`config.mk`:
```
export PLATFORM = sky130hd
export DESIGN_NAME = trace_jump_classifier
export DESIGN_NICKNAME = d
export VERILOG_FILES = /design/src/rtl/trace_jump_pkg.sv /design/src/rtl/tjc_decode.sv /design/src/rtl/tjc_history.sv /design/src/rtl/trace_jump_classifier.sv
export SDC_FILE = /design/constraint.sdc
export NUM_CORES = 1
export LEC_CHECK = 0
export CAP_MARGIN = 0
export CORE_MARGIN = 2
export CORE_UTILIZATION = 33
export CTS_BUF_LIST = sky130_fd_sc_hd__clkbuf_4 sky130_fd_sc_hd__clkbuf_8 sky130_fd_sc_hd__clkbuf_16
export DETAILED_ROUTE_END_ITERATION = 6
export GPL_TIMING_DRIVEN = 0
export PLACE_DENSITY_LB_ADDON = 0.2
export SYNTH_ARGS = -nofsm -noshare
export SYNTH_HDL_FRONTEND = slang
export SYNTH_SLANG_ARGS = --single-unit
export TNS_END_PERCENT = 30
```
`constraint.sdc`:
```
create_clock -name clk -period 1.7 [get_ports clk]
set_input_delay 0.34 -clock clk [delete_from_list [all_inputs] [get_ports clk]]
set_output_delay 0.34 -clock clk [all_outputs]
set_load 0.02 [all_outputs]
```
`src/rtl/trace_jump_pkg.sv`:
```
package trace_jump_pkg;

    localparam int REG_IDX_W = 5;

    localparam logic [6:0] OPC_JAL   = 7'b1101111;
    localparam logic [6:0] OPC_JALR  = 7'b1100111;
    localparam logic [6:0] OPC_LUI   = 7'b0110111;
    localparam logic [6:0] OPC_AUIPC = 7'b0010111;

    // per-instruction decode summary
    typedef struct packed {
        logic                 jump;       // any jump form
        logic                 direct;     // target held in opcode immediate
        logic                 reg_jump;   // 32-bit register jump (sequence candidate)
        logic [REG_IDX_W-1:0] base_reg;   // base register of a 32-bit register jump
        logic                 writes_upper;
        logic [REG_IDX_W-1:0] upper_rd;
    } dec_t;

    // record of the previous valid instruction
    typedef struct packed {
        logic                 upper;
        logic [REG_IDX_W-1:0] rd;
    } hist_t;

    // registered classification
    typedef struct packed {
        logic valid;
        logic jump;
        logic inf;
        logic uninf;
    } res_t;

endpackage

```
`src/rtl/tjc_decode.sv`:
```
module tjc_decode
    import trace_jump_pkg::*;
#(
    parameter int INSTR_W = 32
) (
    input  logic [INSTR_W-1:0] instr,
    output dec_t               dec
);
    localparam int HALF_W = INSTR_W / 2;

    logic [HALF_W-1:0] half;
    logic              compressed;

    assign half       = instr[HALF_W-1:0];
    assign compressed = (instr[1:0] != 2'b11);

    always_comb begin
        dec = '0;
        if (compressed) begin
            unique case (half[1:0])
                2'b01: begin
                    // C.J and C.JAL: offset in the opcode
                    if (half[15:13] == 3'b101 || half[15:13] == 3'b001) begin
                        dec.jump   = 1'b1;
                        dec.direct = 1'b1;
                    end
                    // C.LUI; rd 0 and rd 2 are other encodings
                    if (half[15:13] == 3'b011 && half[11:7] != 5'd0 && half[11:7] != 5'd2) begin
                        dec.writes_upper = 1'b1;
                        dec.upper_rd     = half[11:7];
                    end
                end
                2'b10: begin
                    // C.JR / C.JALR: register-held target
                    if ((half[15:12] == 4'b1000 || half[15:12] == 4'b1001) &&
                        half[11:7] != 5'd0 && half[6:2] == 5'd0) begin
                        dec.jump = 1'b1;
                    end
                end
                default: ;
            endcase
        end else begin
            unique case (instr[6:0])
                OPC_JAL: begin
                    dec.jump   = 1'b1;
                    dec.direct = 1'b1;
                end
                OPC_JALR: begin
                    if (instr[14:12] == 3'b000) begin
                        dec.jump     = 1'b1;
                        dec.reg_jump = 1'b1;
                        dec.base_reg = instr[19:15];
                    end
                end
                OPC_LUI, OPC_AUIPC: begin
                    dec.writes_upper = 1'b1;
                    dec.upper_rd     = instr[11:7];
                end
                default: ;
            endcase
        end
    end

endmodule

```
`src/rtl/tjc_history.sv`:
```
module tjc_history
    import trace_jump_pkg::*;
(
    input  logic  clk,
    input  logic  rst_n,
    input  logic  upd,
    input  dec_t  dec,
    output hist_t hist_q
);
    hist_t hist_d;

    always_comb begin
        hist_d = hist_q;
        if (upd) begin
            hist_d.upper = dec.writes_upper;
            hist_d.rd    = dec.upper_rd;
        end
    end

    always_ff @(posedge clk) begin
        if (!rst_n) hist_q <= '0;
        else        hist_q <= hist_d;
    end

endmodule

```
`src/rtl/trace_jump_classifier.sv`:
```
module trace_jump_classifier
    import trace_jump_pkg::*;
#(
    parameter int INSTR_W                 = 32,
    parameter bit TREAT_X0_JALR_INFERABLE = 1'b0
) (
    input  logic               clk,
    input  logic               rst_n,
    input  logic               in_valid,
    input  logic [INSTR_W-1:0] in_instr,
    output logic               out_valid,
    output logic               is_jump,
    output logic               inferable,
    output logic               uninferable
);
    dec_t  dec;
    hist_t hist_q;
    res_t  res_d, res_q;
    logic  seq_ok;
    logic  x0_ok;
    logic  target_known;

    tjc_decode #(.INSTR_W(INSTR_W)) i_decode (
        .instr (in_instr),
        .dec   (dec)
    );

    tjc_history i_history (
        .clk    (clk),
        .rst_n  (rst_n),
        .upd    (in_valid),
        .dec    (dec),
        .hist_q (hist_q)
    );

    // register jump paired with the upper-immediate write just before it
    assign seq_ok = hist_q.upper && (hist_q.rd == dec.base_reg);

    generate
        if (TREAT_X0_JALR_INFERABLE) begin : g_x0_known
            assign x0_ok = (dec.base_reg == '0);
        end else begin : g_x0_strict
            assign x0_ok = 1'b0;
        end
    endgenerate

    assign target_known = dec.direct || (dec.reg_jump && (seq_ok || x0_ok));

    always_comb begin
        res_d       = '0;
        res_d.valid = in_valid;
        if (in_valid && dec.jump) begin
            res_d.jump  = 1'b1;
            res_d.inf   = target_known;
            res_d.uninf = !target_known;
        end
    end

    always_ff @(posedge clk) begin
        if (!rst_n) res_q <= '0;
        else        res_q <= res_d;
    end

    assign out_valid   = res_q.valid;
    assign is_jump     = res_q.jump;
    assign inferable   = res_q.inf;
    assign uninferable = res_q.uninf;

endmodule

```
======== Word-level counts from Yosys, hierarchy flattened ========
Cells that the tools add are included.
Widths: inputs -> output; s select.
cells by class
  eq/ne operators ......................... 14
  multiplexer cells ....................... 16
  reduce and logical (&&, ||, !) cells .... 16
operators by type and width
  cell                number
  $mux 6              7
  $eq 7x7->1 const B  2
  $eq 4x4->1 const B  2
  $eq 7x5->1 const B  1
  $eq 7x6->1 const B  1
  $logic_and 1x1->1   7
  $eq 5x5->1          1
  $logic_not 5->1     1
  $ne 5x2->1 const B  1
  $reduce_bool 5->1   1
  $mux 1              4
  $mux 2              2
  $pmux 1 s2          2
  $eq 3x1->1 const B  1
  $eq 3x2->1 const B  1
  $eq 3x3->1 const B  1
  $logic_not 3->1     1
  $logic_or 1x1->1    3
  $mux 3              1
  $eq 2x1->1 const B  1
  $eq 2x2->1 const B  1
  $ne 2x2->1 const B  1
  $reduce_and 2->1    1
  $reduce_or 2->1     1
  $logic_not 1->1     1
word-level totals
  register bits ........................... 10
  input bits .............................. 35
  logic and storage cells ................. 52

======== Longest topological paths before layout ========
  depth in word-level cells ............... 10
  mapped depth ............................ 6
  mapped depth without buffers ............ 6

======== Modules after synthesis ========
From an unflattened synthesis, not the netlist that was laid out.
unflattened totals
  cells, all modules ...................... 74
  area total of the unflattened synthesis .. 680.7 um2
modules (own cells, without submodules)
  module                 times used  cells each  area each (um2)
  tjc_decode             1           36          272.8
  tjc_history            1           19          229.0
  trace_jump_classifier  1           19          178.9

======== Worst setup path after synthesis ========
OpenSTA, ideal clock, no wires.
  kind .................................... input to register
  from .................................... in in_instr[0]
  to ...................................... reg res_q, in the netlist uninferable
  setup time .............................. 0.060 ns
  data arrival time ....................... 1.356 ns
  required time ........................... 1.640 ns
  setup slack ............................. 0.285 ns
  cell stages on the path ................. 6
  path through ............................ inv_1 -> ha_1 -> nor4bb_1 -> o2111ai_1 -> a221oi_2 -> o311a_1
between the ends
  word-level cells in the longest chain between the ends .. 8
  elaborated cells on any way between the ends .. 19
  those cells by class .................... eq/ne (6); mux (7); reduce/logical (6)
RTL lines
  what                  line                         text
  start, declared       trace_jump_classifier.sv:10  input logic [INSTR_W-1:0] in_instr,
  $eq 7x7->1            tjc_decode.sv:43             unique case (instr[6:0])
  $mux 6                tjc_decode.sv:43
  $mux 6                tjc_decode.sv:19             if (compressed) begin
  $eq 5x5->1            trace_jump_classifier.sv:37  assign seq_ok = hist_q.upper && (hist_q.rd == dec.base_reg);
  $logic_and 1x1->1     trace_jump_classifier.sv:37
  $logic_and 1x1->1     trace_jump_classifier.sv:47  assign target_known = dec.direct || (dec.reg_jump && (seq_ok || x0_ok));
  $logic_or 1x1->1      trace_jump_classifier.sv:47
  $logic_not 1->1       trace_jump_classifier.sv:55  res_d.uninf = !target_known;
  end signal, assigned  trace_jump_classifier.sv:61  else res_q <= res_d;
  end, declared         trace_jump_classifier.sv:18  res_t res_d, res_q;
Several ways; a longest one is shown, not always the timed one.
A chain may end at the register's enable or synchronous reset.

======== Final worst setup path ========
  from .................................... in in_instr[11]
  to ...................................... reg i_history.hist_q[2] (netlist name)
between the ends
  word-level cells in the longest chain between the ends .. 6
  elaborated cells on any way between the ends .. 7
  those cells by class .................... eq/ne (1); mux (3); reduce/logical (3)
RTL lines
  what                   line              text
  $reduce_bool 5->1      tjc_decode.sv:28  if (half[15:13] == 3'b011 && half[11:7] != 5'd0 && half[11:7] != 5'd2) begin
  $logic_and 1x1->1      tjc_decode.sv:28
  $logic_and 1x1->1 (*)  tjc_decode.sv:28
  $mux 6 (*)             tjc_decode.sv:28
  $mux 6 (*)             tjc_decode.sv:20  unique case (half[1:0])
  $mux 6 (*)             tjc_decode.sv:19
Every way passes the cells marked *; elsewhere a longest branch is shown, timed or not.

==> flow_summary_export.csv <==
group,metric,value,unit
global_route,grt_overflow_total,0,
critical_path,reg2reg_slack,590,ps
critical_path,rr_startpoint,"i_history.hist_q[4]",
sta,drv_slew,0,
sta,worst_pin_slew,337.7,ps
sta,whs,499.4,ps
clock_tree,clk_latency,270,ps
job,cap_violations,0,
sta,finalCritPeriodShare,96.10,%
die,core,0.001541,mm²
critical_path,cp.arrival,1790,ps
clock_tree,clkTransAtPathRegs,60,ps
logic_synthesis,async_reset_ff_share,0,%
drt,wirelength,1388,µm
drt,via_per_inst,5.676,
logic_synthesis,synth.yosys.warnings,0,
cells_and_area,final_core_util,60.23,%
drt,drt_iter0_drc,10,
sta,finalHoldViolCount,0,
global_route,grt_antenna_before_repair,0,
power_and_ir_drop,clockPowerShare,37.4,%
cells_and_area,finalNonFillerCells,102,
outcome,outcome,"finished clean",
clock_tree,cts_sinks,10,
min_path,hp-class,"register to register",
placed_design,dp_slack,-409.2,ps
power_and_ir_drop,pwr-share-comb,20.8,%
drt,wl_per_cell,13.61,µm
sta,slew_headroom,77.44,%
die,start_util,36.20,%
power_and_ir_drop,sequentialPowerShare,41.7,%
placed_design,dpl_cell_area,838.3,µm²
min_path,worstHoldStart,"i_history.hist_q[3]",
logic_synthesis,ys_types,29,
placed_design,placed_cells,98,
global_route,grt_pass1_wl,2145,µm
sta,max_freq,0.6121,GHz
sta,fin_setup_tns,0,ps
power_and_ir_drop,p_switching,0.1368,mW
sta,setup_viol,0,
die,placementRows,14,
critical_path,cp.required,1860,ps
sta,clock_skew,7.019,ps
min_path,hold_end,"i_history.hist_q[3]",
clock_tree,cts_buffers,3,
clock_tree,cts_root_buf,"clkbuf_4",
sta,fin_crit,1634,ps
critical_path,cpMaxStageDelayCell,"or4_4",
logic_synthesis,synth-edff-count,0,
global_route,track_usage,14.73,%
critical_path,critPathMaxFanout,5,
cells_and_area,syn2layout_area_growth,66.37,%
drt,vias,579,
global_route,grt_pass1_vias,535,
logic_synthesis,postSynthAreaPerCell,9.965,µm²
clock_tree,ctsHtreeMaxLevel,1,
critical_path,crit_chain,"clkdlybuf4s50_1, or4_4, nand4b_1, a21oi_2, a22o_1",
drt,dr.pass1.iters,4,
die,die_area,0.002036,mm²
cells_and_area,design_area,928.4,µm²
logic_synthesis,netlist_area,558.0,µm²
logic_synthesis,synth_cells,56,
logic_synthesis,synth_nets,94,
logic_synthesis,ys_ff_latch,10,
power_and_ir_drop,p_int,0.4393,mW
cells_and_area,insertedDiodeCount,0,
placed_design,gp_congestion,0.7225,
die,io_pins,39,
global_route,grt_max_degree,8,
critical_path,worst_path_largest_cell_delay,570,ps
critical_path,r2r_cells,3,
logic_synthesis,synth_seq_area_share,35.87,%
cells_and_area,num-nets-final,125,
critical_path,crit_path_start_kind,"input port",
power_and_ir_drop,switching_share,23.75,%
critical_path,end_kind,"register",
power_and_ir_drop,p_per_area,620.6,mW/mm²
power_and_ir_drop,leakage,0.3715,nW
power_and_ir_drop,finalPower,0.5761,mW
min_path,hold_depth,1,
drt,drc,0,
die,die_h,45.12,µm
critical_path,worstSetupPathType,"input port to register",
die,dieWidth,45.12,µm
clock_tree,cts_tree,"yes",
cells_and_area,drive_gt1_share,19.77,%
critical_path,reg2reg_to,"uninferable",
clock_tree,clockBufferDepth,2,
power_and_ir_drop,ir_drop,487.6,µV
drt,final_antenna_net_count,0,
sta,setup_slack,66.36,ps
logic_synthesis,ys.flop_type,"dfxtp_1",
placed_design,port_buffers,26,
==> power groups by stage <==
stage / clock [mW] / combinational, mW / sequential [mW]
6_report: 0.216 / 0.120 / 0.240
5_1_grt: 0.232 / 0.127 / 0.241
4_1_cts: 0.219 / 0.114 / 0.241
3_5_place_dp: 0 / 0.110 / 0.246
3_3_place_gp: 0 / 0.108 / 0.246
2_1_floorplan: 0 / 0.0326 / 0.249
==> cells in the mapped netlist (2+ instances only) <==
cell type  instances  area, µm²
inv_1              4      15.01
o2111ai_1          3      26.28
nor2_1             2      7.510
a21oi_1            2      10.01
dfxtp_1           10      200.2
xnor2_1            4      35.03
ha_1               3      37.54
nand3_1            3      15.01
a22o_1             5      43.79
==> layer usage <==
metal / up-vias / part of all wire, % / track usage (%)
li1: 280 / - / -
met1: 277 / 39 / 12.68
met4: 0 / 0.72 / 5.882
met3: 2 / 6.2 / 7.200
met5: - / 0 / 0
met2: 20 / 54 / 28.29
==> sequential cells by signal, indices dropped and copies added (netlist names) <==
register          flops
uninferable           1
out_valid             1
is_jump               1
inferable             1
i_history.hist_q      6
==> worst max-delay path by stage <==
stage,start,end,slack (ps),cells after the start
floorplan,in_instr[0],uninferable,280,6
global placement,in_instr[0],i_history.hist_q[2],-400,6
detailed placement,in_instr[0],uninferable,-410,6
CTS,in_instr[13],uninferable,70,5
global route,in_instr[13],uninferable,-3,5
finish,in_instr[11],i_history.hist_q[2],70,5
==> logic make-up (layout without fill, tap and decap cells) <==
group,after synthesis,after routing,share of synthesized area (%)
fa+ha+maj,3,3,6.727
simple gates,19,19,23.77
flops,10,10,35.87
xor+xnor,4,4,6.277
buf+inv,4,34,2.690
compound gates,16,16,24.67
==> worst max-delay path: cells and delay by family <==
family          cells  cell delay, ps
simple gates        2             720
buf+inv             1             440
compound gates      2             300
==> cell usage in the layout (no fill, tap or decap), types with 2 or more instances in the layout <==
master / instances
o2111ai_1: 2
a22o_1: 5
clkbuf_4: 3
clkdlybuf4s50_1: 22
inv_1: 4
nand3_1: 3
ha_1: 2
dfxtp_1: 10
dlygate4sd2_1: 2
dlymetal6s2s_1: 2
xnor2_1: 4
==> cell type report <==
type	count	area (µm²)
fillers	146	613.1
multi-input cells	42	394.1
repair buffers	26	262.8
flip-flops and latches	10	200.2
clock buffers	4	36.28
well taps	16	20.02
inverters	4	15.01
==> timing repair <==
action,in CTS,in global routing
cloned,0,0
pin swaps,1,4
buffers inserted,0,0
endpoints found under the setup margin,7,2
hold buffers,0,0
gates resized for setup,7,6
No activity file was read; power rests on OpenSTA's default activity.
